### src/rtl/bank_guard_pkg.sv
package bank_guard_pkg;
  localparam int LANES = 2;
  typedef enum logic {RES_TAG = 1'b0, RES_DATA = 1'b1} res_e;
endpackage

### src/rtl/cycle_ctr.sv
module cycle_ctr #(
  parameter int CYC_W = 32
) (
  input  logic             clk_i,
  input  logic             rst_ni,
  output logic [CYC_W-1:0] cyc_o
);
  logic [CYC_W-1:0] cnt_q;

  always_ff @(posedge clk_i or negedge rst_ni) begin
    if (!rst_ni) cnt_q <= '0;
    else         cnt_q <= cnt_q + 1'b1;
  end

  assign cyc_o = cnt_q;
endmodule

### src/rtl/bank_slot.sv
module bank_slot #(
  parameter int unsigned CYC_W = 32,
  parameter int unsigned LAT   = 2
) (
  input  logic             clk_i,
  input  logic             rst_ni,
  input  logic [CYC_W-1:0] cyc_i,
  input  logic             set_i,
  output logic             busy_o
);
  logic             valid_q;
  logic [CYC_W-1:0] end_q;

  always_ff @(posedge clk_i or negedge rst_ni) begin
    if (!rst_ni) begin
      valid_q <= 1'b0;
      end_q   <= '0;
    end else if (set_i) begin
      valid_q <= 1'b1;
      end_q   <= cyc_i + CYC_W'(LAT - 1);
    end
  end

  // busy while the recorded last cycle has not yet passed
  assign busy_o = valid_q && (end_q >= cyc_i);
endmodule

### src/rtl/bank_tracker.sv
module bank_tracker
  import bank_guard_pkg::*;
#(
  parameter int unsigned NUM_BANKS = 4,
  parameter int unsigned IDX_W     = 8,
  parameter int unsigned LAT       = 2,
  parameter int unsigned CYC_W     = 32
) (
  input  logic                        clk_i,
  input  logic                        rst_ni,
  input  logic [CYC_W-1:0]            cyc_i,
  input  logic [LANES-1:0][IDX_W-1:0] idx_i,
  input  logic [LANES-1:0]            rsv_i,
  output logic [LANES-1:0]            ok_o,
  output logic                        err_o
);
  localparam int unsigned BANK_W = (NUM_BANKS > 1) ? $clog2(NUM_BANKS) : 1;

  if (LAT == 0) begin : g_untracked
    logic unused_in;
    assign unused_in = ^{cyc_i, idx_i, rsv_i, clk_i, rst_ni};
    assign ok_o  = '1;
    assign err_o = 1'b0;
  end else begin : g_tracked
    logic [NUM_BANKS-1:0]         busy;
    logic [NUM_BANKS-1:0]         set;
    logic [LANES-1:0][BANK_W-1:0] bsel;
    logic [LANES-1:0]             ok;
    logic [LANES-1:0]             bad;
    logic                         err_q;

    always_comb begin
      set = '0;
      ok  = '0;
      bad = '0;
      for (int k = 0; k < LANES; k++) begin
        bsel[k] = idx_i[k][BANK_W-1:0];
        ok[k]   = !busy[bsel[k]];
        // earlier lanes reserving this cycle count as occupying the bank
        for (int j = 0; j < k; j++) begin
          if (rsv_i[j] && (bsel[j] == bsel[k]) && (idx_i[j] != idx_i[k])) ok[k] = 1'b0;
        end
        bad[k] = rsv_i[k] && !ok[k];
        if (rsv_i[k] && ok[k]) set[bsel[k]] = 1'b1;
      end
    end

    for (genvar b = 0; b < NUM_BANKS; b++) begin : g_bank
      bank_slot #(.CYC_W(CYC_W), .LAT(LAT)) u_slot (
        .clk_i (clk_i),
        .rst_ni(rst_ni),
        .cyc_i (cyc_i),
        .set_i (set[b]),
        .busy_o(busy[b])
      );
    end

    always_ff @(posedge clk_i or negedge rst_ni) begin
      if (!rst_ni)  err_q <= 1'b0;
      else if (|bad) err_q <= 1'b1;
    end

    assign ok_o  = ok;
    assign err_o = err_q;
  end
endmodule

### src/rtl/bank_pair_guard.sv
module bank_pair_guard
  import bank_guard_pkg::*;
#(
  parameter int unsigned NUM_BANKS = 4,
  parameter int unsigned IDX_W     = 8,
  parameter int unsigned TAG_LAT   = 2,
  parameter int unsigned DATA_LAT  = 3,
  parameter int unsigned CYC_W     = 32
) (
  input  logic                        clk_i,
  input  logic                        rst_ni,
  input  logic                        stall_en_i,
  input  logic [LANES-1:0]            req_i,
  input  logic [LANES-1:0]            force_i,
  input  logic [LANES-1:0]            need_tag_i,
  input  logic [LANES-1:0]            need_data_i,
  input  logic [LANES-1:0][IDX_W-1:0] tag_idx_i,
  input  logic [LANES-1:0][IDX_W-1:0] data_idx_i,
  output logic [LANES-1:0]            gnt_o,
  output logic [LANES-1:0]            tag_ok_o,
  output logic [LANES-1:0]            data_ok_o,
  output logic                        err_o
);
  localparam int unsigned NRES = 2;

  logic [CYC_W-1:0]            cyc;
  logic [NRES-1:0][LANES-1:0]  rsv;
  logic [NRES-1:0][LANES-1:0]  ok;
  logic [NRES-1:0][LANES-1:0]  need;
  logic [NRES-1:0]             err;
  logic [LANES-1:0]            gnt;

  cycle_ctr #(.CYC_W(CYC_W)) u_cyc (
    .clk_i (clk_i),
    .rst_ni(rst_ni),
    .cyc_o (cyc)
  );

  assign need[RES_TAG]  = need_tag_i;
  assign need[RES_DATA] = need_data_i;

  for (genvar r = 0; r < NRES; r++) begin : g_res
    localparam int unsigned R_LAT = (r == int'(RES_TAG)) ? TAG_LAT : DATA_LAT;
    logic [LANES-1:0][IDX_W-1:0] idx;
    assign idx = (r == int'(RES_TAG)) ? tag_idx_i : data_idx_i;

    bank_tracker #(
      .NUM_BANKS(NUM_BANKS),
      .IDX_W    (IDX_W),
      .LAT      (R_LAT),
      .CYC_W    (CYC_W)
    ) u_trk (
      .clk_i (clk_i),
      .rst_ni(rst_ni),
      .cyc_i (cyc),
      .idx_i (idx),
      .rsv_i (rsv[r]),
      .ok_o  (ok[r]),
      .err_o (err[r])
    );
  end

  // all-or-nothing grant; reservation only after every check of the lane passed
  always_comb begin
    gnt = '0;
    rsv = '0;
    for (int k = 0; k < LANES; k++) begin
      logic all_ok;
      all_ok = 1'b1;
      for (int r = 0; r < NRES; r++) begin
        if (need[r][k] && !ok[r][k]) all_ok = 1'b0;
      end
      gnt[k] = req_i[k] && (!stall_en_i || all_ok);
      for (int r = 0; r < NRES; r++) begin
        rsv[r][k] = stall_en_i && need[r][k] && (gnt[k] || force_i[k]);
      end
    end
  end

  assign gnt_o     = gnt;
  assign tag_ok_o  = ok[RES_TAG];
  assign data_ok_o = ok[RES_DATA];
  assign err_o     = |err;
endmodule

### config.mk
export PLATFORM = sky130hd
export DESIGN_NAME = bank_pair_guard
export DESIGN_NICKNAME = d
export VERILOG_FILES = /design/src/rtl/bank_guard_pkg.sv /design/src/rtl/cycle_ctr.sv /design/src/rtl/bank_slot.sv /design/src/rtl/bank_tracker.sv /design/src/rtl/bank_pair_guard.sv
export SDC_FILE = /design/constraint.sdc
export NUM_CORES = 1
export LEC_CHECK = 0
export ABC_AREA = 1
export BUFFER_PORTS_ARGS = -buffer_cell sky130_fd_sc_hd__buf_4
export CORE_MARGIN = 2
export CORE_UTILIZATION = 35
export CTS_BUF_LIST = sky130_fd_sc_hd__clkbuf_4 sky130_fd_sc_hd__clkbuf_8
export DETAILED_ROUTE_END_ITERATION = 10
export GPL_TIMING_DRIVEN = 0
export PLACE_DENSITY = 0.56
export SKIP_LAST_GASP = 1
export SYNTH_ARGS = -nofsm -noshare
export SYNTH_HDL_FRONTEND = slang
export SYNTH_SLANG_ARGS = --single-unit
### constraint.sdc
create_clock -name clk_i -period 3.3 [get_ports clk_i]
set_input_delay 0.66 -clock clk_i [delete_from_list [all_inputs] [get_ports clk_i]]
set_output_delay 0.66 -clock clk_i [all_outputs]
set_load 0.005 [all_outputs]
==> summary.md <==
| Metric | Value |
|---|---|
| Post-synthesis simple-gate area fraction | `31.2%` |
| Share of cells above drive strength 1 | `17.4%` |
| Syn_area_per_cell | `8.00 um^2` |
| Root buffer cell | `clkbuf_8` |
| Switching Power | `2.69 mW` |
| Cells after DPL | `3138` |
| Routed wire length per instance | `17.1 um` |
| # IOs | `50` |
| Die area | `56500 um^2` |
| Startpoint type of the worst setup path | `flop` |
| Buf+Inv Stages, Crit Path | `4` |
| RSZ-0062 raised after global routing | `yes` |
| Crit-path leading delay family | `simple AND/OR/NAND/NOR gates` |
| Largest net degree at the start of global routing | `112` |
| Xor/xnor share of the synthesized area | `2.75%` |
| CP max FO | `4` |
| Tcrit/Tclk final | `129%` |
| Final setup vio count | `271` |
| Worst EP required | `2.64 ns` |
| Final core utilization | `43.9%` |
| Vias in the first global route | `17032` |
| CP Capture Type | `output pin` |
| Failing checks | `setup timing` |
| Distinct cells, synth | `39` |
| Worst slew pin tran | `1.03 ns` |
| Total core area | `53900 um^2` |
| DRT antenna net count | `0` |
| DRT Pass-1 Iters | `5` |
| Die Y | `238 um` |
| Count of final hold-check violations | `0` |
| Row count | `85` |
| Critical path type | `flop to output pin` |
| Synth Cell Area | `19100 um^2` |
| Pwr/cell area | `402 nW/um^2` |
| R2R depth | `24` |
| Post-CTS Hold Buffers | `0` |
| Largest family of logic cells by synthesized area | `simple AND/OR/NAND/NOR gates` |
| Clock Tree Buf Depth | `3` |
| Initial core utilization | `35.5%` |
| Fmax | `235 MHz` |
| Slew Viols, Final | `0` |
| Setup ws final | `-0.948 ns` |
| Post-Layout Cell Count | `3355` |
| CP arrival | `3.59 ns` |
| Drt total wl | `57300 um` |
| Slowest CP cell | `dfrtp_1` |
| GR Overflow Total | `0` |
| Worst-path cell chain | `clkinvlp_4, buf_6, ha_4, nand2_4, nor2_4, nand4_1, nor2_1, nor2_1, nand2_1, nand2_1, nand2_1, nand2_2, nand2_2, nand2_2, nor2_4, nand2_4, nand3_4, nand2_8, nand3_4, nand2_4, nand2_8, nand3_4, inv_2, buf_6` |
| Clk network pwr share | `41.2%` |
| Chip Width | `238 um` |
| Syn_nets | `2692` |
| Rel. slew slack | `30.8%` |
| First-pass GRT wire length | `89800 um` |
| Initial antenna violation count | `0` |
| Synth Register Bits | `298` |
| Peak VDD IR | `0.000269 V` |
| HPWL after DPL | `40900 um` |
| Total track usage | `20.1%` |
| Min-Delay Path Class | `input pin to asynchronous set/reset pin` |
| Input/output buffers | `49` |
| Final Net Count | `2917` |
| Adder-Cell Fraction of Synth Area | `16.9%` |
| Sw frac | `28.3%` |
| Synth-to-Final Area Change | `23.7%` |
| Status | `complete, but fails checks` |
| Seq pwr share | `42.4%` |
| Final Wtd Congestion | `0.871` |
| Clock Sinks | `298` |
| Worst path max stage delay | `0.41 ns` |
| Htree depth | `2` |
| Max_cap viols | `0` |
| Compound-gate portion of the synthesized area | `4.70%` |
| DR DRC count | `0` |
| Int Pwr | `6.81 mW` |
| Synth Warn # | `0` |
| Cells after synthesis | `2391` |
| 1st-iter DRT viols | `1109` |
| Worst path depth | `24` |
| Number of diodes | `0` |
| Register area share after synthesis | `39.0%` |
| Placed inst area | `20400 um^2` |
| Vias | `16943` |
| P_leak | `12.9 nW` |
| Design area | `23700 um^2` |
| Tmin final | `4.25 ns` |
| CTS tree | `built` |
| Fin Hold WS | `0.0209 ns` |
| Mux cell area share after synthesis | `0%` |
| Worst-skew pair later-pin latency | `0.67 ns` |
| Num CTS Buffers | `56` |
| Clock transition at path regs | `0.06 ns` |
| Worst clock skew | `0.0221 ns` |
| Via density | `5.05` |
| Logic gate share of total power | `16.3%` |
power by group through the flow:
stage / clock (mW) / combinational [mW] / sequential (mW)
final: 3.92 / 1.55 / 4.03
after global routing: 4.18 / 1.77 / 4.06
after CTS: 4.01 / 1.42 / 4.03
after detailed placement: 0 / 1.33 / 4.09
after global placement: 0 / 1.28 / 4.08
after floorplan: 0 / 0.913 / 4.05
cells in the mapped netlist, drive strengths merged:
cell type / count / area share [%]
o21ai: 25 / 0.67
nand2: 911 / 18
nor2: 146 / 3.0
ha: 258 / 17
clkinv: 1 / 0.020
clkbuf: 24 / 0.48
nand3: 283 / 8.1
a21oi: 109 / 2.9
nor4b: 1 / 0.046
o221ai: 2 / 0.092
inv: 145 / 2.8
nand4: 20 / 0.65
nor4: 8 / 0.29
nand3b: 9 / 0.35
o21bai: 2 / 0.079
a21o: 8 / 0.31
or3: 1 / 0.059
nor3: 11 / 0.31
buf: 52 / 2.1
xnor2: 9 / 0.41
xor2: 51 / 2.3
o21a: 17 / 0.67
dfrtp: 298 / 39
flip-flops by register name, summed over array words and instances (netlist names):
register	count
g_res.u_trk.g_tracked.g_bank.u_slot.end_q	256
u_cyc.cyc_o	32
g_res.u_trk.g_tracked.g_bank.u_slot.valid_q	8
g_res.u_trk.err_o	2
cell families after synthesis:
| group | Yosys count |
|---|---|
| compound gates | 163 |
| xor+xnor | 60 |
| fa+ha+maj | 258 |
| buf+inv | 222 |
| flops | 298 |
| simple gates | 1390 |
timing repair:
item | 4_1_cts | 5_1_grt
setup endpoints to repair | 275 | 277
resized for setup | 93 | 123
buffers inserted | 70 | 28
pin swaps | 36 | 70
cloned | 2 | 18
worst reg2reg max path: cells and delay by family (launching register included):
kind                       cells  cell delay (ns)
AOI/OAI and AO/OA              1             0.18
DFF                            1             0.41
and+or+nand+nor               19             2.22
buffers and inverters          3             0.67
adders and majority gates      1             0.32
routing by layer:
layer / GRT usage, % / part of all wire, %
met5: 0 / 0
met4: 6.23 / 2.2
met3: 3.31 / 4.5
met2: 33.7 / 48
met1: 26.5 / 45
worst paths after layout:
path                       slack (ns)                        startpoint                                to
max in group asynchronous        2.19                            rst_ni         u_cyc.cyc_o[28]$_DFF_PN0_
max                             -0.95          u_cyc.cyc_o[6]$_DFF_PN0_                          gnt_o[1]
min                              0.02                            rst_ni        asynchronous set/reset pin
min reg2reg                      0.47  g_res[1].u_trk.err_o$_DFFE_PN0P_  g_res[1].u_trk.err_o$_DFFE_PN0P_
max reg2reg                     -0.60         u_cyc.cyc_o[13]$_DFF_PN0_                              flop
min in group clk_i               0.39                        force_i[1]  g_res[0].u_trk.err_o$_DFFE_PN0P_
metrics by stage:
| step | setup slack (ns) | power [mW] | TNS, ns |
|---|---|---|---|
| after CTS | -1.07 | 9.46 | -151.17 |
| after detailed placement | -1.08 | 5.41 | -273.18 |
| after floorplan | 0.292 | 4.97 | 0 |
| after global routing | -1.15 | 10.0 | -201.91 |
| final | -0.948 | 9.51 | -144.84 |
| after global placement | -1.27 | 5.36 | -623.22 |
cell type report:
cell class / instances / area [um^2]
Tap cell: 696 / 871
Multi-Input combinational cell: 1871 / 11000
Fill cell: 5183 / 30300
Inverter: 146 / 643
Clock buffer: 99 / 1200
Timing Repair Buffer: 168 / 1780
Clock inverter: 2 / 13.8
Buffer: 75 / 661
Sequential cell: 298 / 7470
cells in the final DEF, fill, tap and decap left out, types with 8 or more instances in the layout:
master	instances
xor2_1	51
ha_1	252
xnor2_1	9
a21o_1	8
clkbuf_16	17
o21a_1	17
buf_6	18
clkbuf_4	28
dfrtp_1	284
clkbuf_8	73
nand2_8	11
nor2_2	13
o21ai_1	8
nand3_4	12
clkinvlp_4	25
dfrtp_2	14
o21ai_0	16
nand2_2	31
buf_12	10
a21oi_1	107
buf_8	22
clkbuf_1	19
nand2_1	862
nand3_1	270
nor3_1	10
nand3b_1	9
nor2_1	123
nand4_1	20
nor2_4	10
buf_4	141
inv_1	116
No activity file was read; power rests on OpenSTA's default activity.
